===== src/rtl/csr_rmw_pkg.sv =====
package csr_rmw_pkg;
    typedef enum logic [1:0] {
        OP_NONE  = 2'b00,
        OP_WRITE = 2'b01,
        OP_SET   = 2'b10,
        OP_CLEAR = 2'b11
    } csr_op_e;

    localparam int NUM_RW = 3;
    localparam logic [11:0] HARTID_ADDR = 12'hF14;

    function automatic logic [11:0] rw_addr(input int idx);
        case (idx)
            0:       return 12'h340;
            1:       return 12'h341;
            default: return 12'h140;
        endcase
    endfunction
endpackage


===== src/rtl/csr_op_decode.sv =====
module csr_op_decode
    import csr_rmw_pkg::*;
#(
    parameter int XLEN = 32
) (
    input  csr_op_e          op,
    input  logic [XLEN-1:0]  src,
    input  logic             src_nz,
    output logic [XLEN-1:0]  wval,
    output logic [XLEN-1:0]  wmask,
    output logic             op_ok
);
    always_comb begin
        wval  = '0;
        wmask = '0;
        op_ok = 1'b1;
        unique case (op)
            OP_WRITE: begin
                wval  = src;
                wmask = '1;
            end
            OP_SET: begin
                wval  = '1;
                wmask = src_nz ? src : '0;
            end
            OP_CLEAR: begin
                wval  = '0;
                wmask = src_nz ? src : '0;
            end
            default: op_ok = 1'b0;
        endcase
    end


    always_comb begin
        if ((op == OP_SET || op == OP_CLEAR) && !src_nz)
            zero_src_no_mask_chk: assert (wmask == '0);
    end
endmodule


===== src/rtl/csr_access_check.sv =====
module csr_access_check (
    input  logic [11:0] addr,
    input  logic [1:0]  priv,
    input  logic        mask_nz,
    input  logic        hit,
    input  logic        op_ok,
    output logic        illegal
);
    logic ro_space, priv_low;

    always_comb begin
        ro_space = (addr[11:10] == 2'b11);
        priv_low = (priv < addr[9:8]);
        illegal  = !op_ok || !hit || priv_low || (ro_space && mask_nz);
    end
endmodule


===== src/rtl/csr_bank.sv =====
module csr_bank
    import csr_rmw_pkg::*;
#(
    parameter int          XLEN    = 32,
    parameter logic [31:0] HART_ID = 32'd0
) (
    input  logic            clk,
    input  logic            rst_n,
    input  logic [11:0]     addr,
    input  logic            we,
    input  logic [XLEN-1:0] wval,
    input  logic [XLEN-1:0] wmask,
    output logic [XLEN-1:0] rdata,
    output logic            hit
);
    localparam logic [XLEN-1:0] HART_VAL = XLEN'(HART_ID);

    logic [XLEN-1:0]   regs [NUM_RW];
    logic [NUM_RW-1:0] sel;

    for (genvar i = 0; i < NUM_RW; i++) begin : g_reg
        assign sel[i] = (addr == rw_addr(i));

        always_ff @(posedge clk or negedge rst_n) begin
            if (!rst_n)
                regs[i] <= '0;
            else if (we && sel[i])
                regs[i] <= (regs[i] & ~wmask) | (wval & wmask);
        end


        unselected_stable_chk: assert property (@(posedge clk) disable iff (!rst_n)
            !(we && sel[i]) |=> $stable(regs[i]));
    end

    always_comb begin
        rdata = '0;
        hit   = 1'b0;
        for (int i = 0; i < NUM_RW; i++) begin
            if (sel[i]) begin
                rdata = regs[i];
                hit   = 1'b1;
            end
        end
        if (addr == HARTID_ADDR) begin
            rdata = HART_VAL;
            hit   = 1'b1;
        end
    end


    one_select_chk: assert property (@(posedge clk) disable iff (!rst_n)
        $onehot0(sel));
endmodule


===== src/rtl/csr_rmw_unit.sv =====
module csr_rmw_unit
    import csr_rmw_pkg::*;
#(
    parameter int          XLEN    = 32,
    parameter logic [31:0] HART_ID = 32'd0
) (
    input  logic            clk,
    input  logic            rst_n,
    input  logic            req_valid,
    input  logic [1:0]      req_op,
    input  logic [11:0]     req_addr,
    input  logic [XLEN-1:0] req_src,
    input  logic            req_src_nz,
    input  logic [1:0]      cur_priv,
    output logic            rsp_valid,
    output logic [XLEN-1:0] rsp_rdata,
    output logic            rsp_illegal
);
    logic [XLEN-1:0] wval, wmask, old_val;
    logic            op_ok, hit, illegal, we;

    csr_op_decode #(.XLEN(XLEN)) u_dec (
        .op     (csr_op_e'(req_op)),
        .src    (req_src),
        .src_nz (req_src_nz),
        .wval   (wval),
        .wmask  (wmask),
        .op_ok  (op_ok)
    );

    csr_bank #(.XLEN(XLEN), .HART_ID(HART_ID)) u_bank (
        .clk    (clk),
        .rst_n  (rst_n),
        .addr   (req_addr),
        .we     (we),
        .wval   (wval),
        .wmask  (wmask),
        .rdata  (old_val),
        .hit    (hit)
    );

    csr_access_check u_chk (
        .addr    (req_addr),
        .priv    (cur_priv),
        .mask_nz (|wmask),
        .hit     (hit),
        .op_ok   (op_ok),
        .illegal (illegal)
    );

    assign we = req_valid && !illegal;

    always_ff @(posedge clk or negedge rst_n) begin
        if (!rst_n) begin
            rsp_valid   <= 1'b0;
            rsp_rdata   <= '0;
            rsp_illegal <= 1'b0;
        end else begin
            rsp_valid   <= req_valid;
            rsp_illegal <= req_valid && illegal;
            rsp_rdata   <= (req_valid && !illegal) ? old_val : '0;
        end
    end

    logic past_ok;
    always_ff @(posedge clk or negedge rst_n) begin
        if (!rst_n) past_ok <= 1'b0;
        else        past_ok <= 1'b1;
    end


    rsp_follows_req_chk: assert property (@(posedge clk) disable iff (!rst_n)
        past_ok |-> (rsp_valid == $past(req_valid)));


    illegal_zero_data_chk: assert property (@(posedge clk) disable iff (!rst_n)
        rsp_illegal |-> (rsp_valid && rsp_rdata == '0));


    ro_write_illegal_chk: assert property (@(posedge clk) disable iff (!rst_n)
        (req_valid && req_addr[11:10] == 2'b11 && wmask != '0) |=> rsp_illegal);


    low_priv_illegal_chk: assert property (@(posedge clk) disable iff (!rst_n)
        (req_valid && cur_priv < req_addr[9:8]) |=> rsp_illegal);
endmodule


===== config.mk =====
export PLATFORM = sky130hd
export DESIGN_NAME = csr_rmw_unit
export DESIGN_NICKNAME = d
export VERILOG_FILES = /design/src/rtl/csr_rmw_pkg.sv /design/src/rtl/csr_op_decode.sv /design/src/rtl/csr_access_check.sv /design/src/rtl/csr_bank.sv /design/src/rtl/csr_rmw_unit.sv
export SDC_FILE = /design/constraint.sdc
export NUM_CORES = 1
export LEC_CHECK = 0
export BUFFER_PORTS_ARGS = -buffer_cell sky130_fd_sc_hd__buf_2
export CORE_MARGIN = 8
export CORE_UTILIZATION = 52
export CTS_CLUSTER_DIAMETER = 150
export DETAILED_ROUTE_END_ITERATION = 16
export GPL_TIMING_DRIVEN = 0
export HOLD_SLACK_MARGIN = 0.08
export PLACE_DENSITY = 0.85
export SLEW_MARGIN = 20
export SYNTH_ARGS = -nofsm -noshare
export SYNTH_HDL_FRONTEND = slang
export SYNTH_SLANG_ARGS = --single-unit

===== constraint.sdc =====
create_clock -name clk -period 0.84 [get_ports clk]
set_input_delay 0.084 -clock clk [delete_from_list [all_inputs] [get_ports clk]]
set_output_delay 0.084 -clock clk [all_outputs]
set_load 0.1 [all_outputs]

==> flow_metrics.tcl <==
set metrics [dict create \
    status "finished with violations" \
    violations "negative hold slack, negative setup slack" \
    met3_usage_pct 11.86 \
    rows 40 \
    grt_busiest_layer "met2" \
    worst_ep_arrival_time_ns 2.26 \
    multiInputGateArea_um2 3800 \
    worst_slew_pin_slew_ns 1.235 \
    clock_skew_ns 0.007992 \
    cts.sinks 130 \
    ys_seq_area_share_pct 52.54 \
    holdWs_ns -0.3837 \
    synth_edf_count 0 \
    setup_viol 163 \
    grt_max_degree 72 \
    drt_first_iter_violations 1444 \
    seq_area_um2 3296 \
    synth_ff_type "dfrtp_1" \
    core-area_um2 11810 \
    avgSynthCellArea_um2 10.08 \
    root_buffer "clkbuf_16" \
    netlist_area_um2 6192 \
    synthCells 614 \
    criticalPathCategory "in2reg" \
    die_area_um2 15660 \
    place.gp.congestion 0.9419 \
    antenna_found_initial 0 \
    antenna_cells 0 \
    grt_pass1_wl_mm 39.18 \
    path_clk_slew_ns 0.06 \
    max_freq_mhz 504.1 \
    worst_slack_ns -1.144 \
    synthArstFlopShare_pct 100.0 \
    io-pin-count 86 \
    gr-total-overflow 0 \
    rsz0062_at_grt "yes" \
    grt_use_met1_pct 36.39 \
    vias 7196 \
    htreeDepth 4 \
    synth_cell_types 34 \
    cts_hold_buf 1 \
    start_kind "input port" \
    wire_per_inst_um 31.51 \
    ant_nets 0 \
    cts_tree "yes" \
    final-hold-violation-count 59 \
    powerDensity_nw_per_um2 1523 \
    slew_headroom_pct 16.83 \
    fillers 524 \
    die_h_um 125.1 \
    clk_latency_ns 0.43 \
    worst_r2r_endpoint "rsp_rdata[26]" \
    r2r_cells 2 \
    io_buffers 85 \
    cts_made_buffers 17 \
    startpoint "req_addr[3]" \
    hold_path_class "in2async" \
    vias_per_cell 7.822 \
    grtUsageMet2_pct 49.92 \
    wl_mm 28.99 \
    max_cap_violations 0 \
    critPathRequiredTime_ns 1.11 \
    drtPass1Iterations 9 \
    die_w_um 125.1 \
    power_mw 14.80 \
    finalCriticalPeriod_ns 1.984 \
    pre_cts_ws_ns -1.930 \
    drc 0 \
    ys_warn_count 0 \
    cp-end-kind "flip-flop" \
    drv_slew 0 \
    layout-drive-gt1-share_pct 52.91 \
    finalNetCount 816 \
    synth-seq-cells 130 \
    start_util_pct 52.43 \
    peakVddDrop_uv 1524 \
    fin_crit_sh_pct 236.2 \
    clk_path_buf_depth 2 \
    r2r_slack_ns -0.51 \
    p_leak_nw 4.133 \
    grt_pass1_vias 7122 \
    hpwl_mm 12.81 \
    critPathMaxFanout 5 \
    area_growth_pct 56.96 \
    syn-num-nets 670 \
    grt_usage_pct 31.87 \
]
## synth_stat cells, types with 2 or more instances
library cell	number	share of area [%]
dfrtp_1	130	53
o21ai_0	126	10
o31ai_1	96	12
clkbuf_1	45	2.7
nand2_1	37	2.2
nor2_1	37	2.2
a21o_1	32	3.9
a222oi_1	32	5.2
and3_1	32	3.2
nor4_1	8	0.81
buf_6	5	0.91
ha_1	4	0.81
inv_1	3	0.18
o21ai_1	3	0.24
a21oi_1	2	0.16
nor3_1	2	0.16
nor4_2	2	0.40
o21a_1	2	0.24
## through the flow
stage               instance area [um2]  utilization (%)  std cells  setup TNS (ns)
floorplan                          6256                -        614         -137.26
global placement                   6865            58.13        846         -458.01
detailed placement                 6899            58.41        847         -211.52
CTS                                8857            74.99        913         -117.30
global route                       9719            82.29        920         -137.58
finish                             9719            82.29        920         -132.98
## where the power goes
part	switching (mW)	internal (mW)
logic	1.17	0.396
registers	0.00474	6.27
clock network	2.82	4.14
total	3.99	10.8
## placed cells by master (no fill, tap or decap), drive strengths merged
master / netlist / final
inv: 3 / 3
a222oi: 32 / 32
a21oi: 2 / 2
or4: 2 / 2
o2111ai: 1 / 1
dlygate4sd3: 0 / 1
o21ai: 129 / 129
o21bai: 1 / 1
clkinvlp: 0 / 1
clkbuf: 45 / 68
and3: 32 / 32
or3b: 1 / 1
o21a: 2 / 2
ha: 4 / 4
nand4: 1 / 1
dfrtp: 130 / 130
buf: 7 / 136
nand2b: 1 / 1
nor3: 2 / 2
nand4b: 1 / 1
nor2: 37 / 37
nor3b: 1 / 1
nor4: 10 / 10
or2: 1 / 1
clkinv: 0 / 4
a21o: 32 / 32
nand2: 37 / 38
or3: 2 / 2
nand3: 1 / 1
o31ai: 96 / 96
or4b: 1 / 1
## worst max path at each step
stage	endpoint	slack [ns]	cells after the start
after floorplan	flip-flop	-1.30	7
after global placement	rsp_rdata[8]	-2.10	1
after detailed placement	flip-flop	-1.93	7
after CTS	flip-flop	-1.06	8
after global routing	rsp_illegal	-1.45	6
final	flip-flop	-1.14	8
## what timing repair did
action	CTS	global route
gates cloned	11	2
setup buffers	23	5
hold endpoints to repair	60	59
pin swaps	24	18
gates resized for setup	320	218
endpoints found under the setup margin	163	163
## worst max-delay path, stage by stage
cell     delay [ns]
buf_6          0.09
or4b_4         0.54
or3_4          0.38
or4_4          0.56
buf_6          0.17
buf_12         0.14
o21ai_2        0.16
o31ai_2        0.12
## layer usage
metal / vias to the layer above / wire length (um)
li1: 2689 / -
met2: 770 / 13020
met4: 0 / 2509
met5: - / 0
met1: 3441 / 9411
met3: 296 / 4043
## cells by family after synthesis
group	Yosys count	synth area share, %
buffers and inverters	55	4.183
adders and majority gates	4	0.8083
AOI/OAI and AO/OA	295	31.78
and+or+nand+nor	130	10.69
DFF	130	52.54
## area by class of cell
cell class / instances / share of cell area, %
sequential: 130 / 33.91
clock buffer: 27 / 5.278
timing repair buffer: 127 / 13.71
buffer: 51 / 5.716
inverter: 3 / 0.1159
multi-input combinational: 430 / 39.10
clock inverter: 5 / 0.2832
tap: 147 / 1.892
Note: power is estimated with default switching activity, not from simulation.
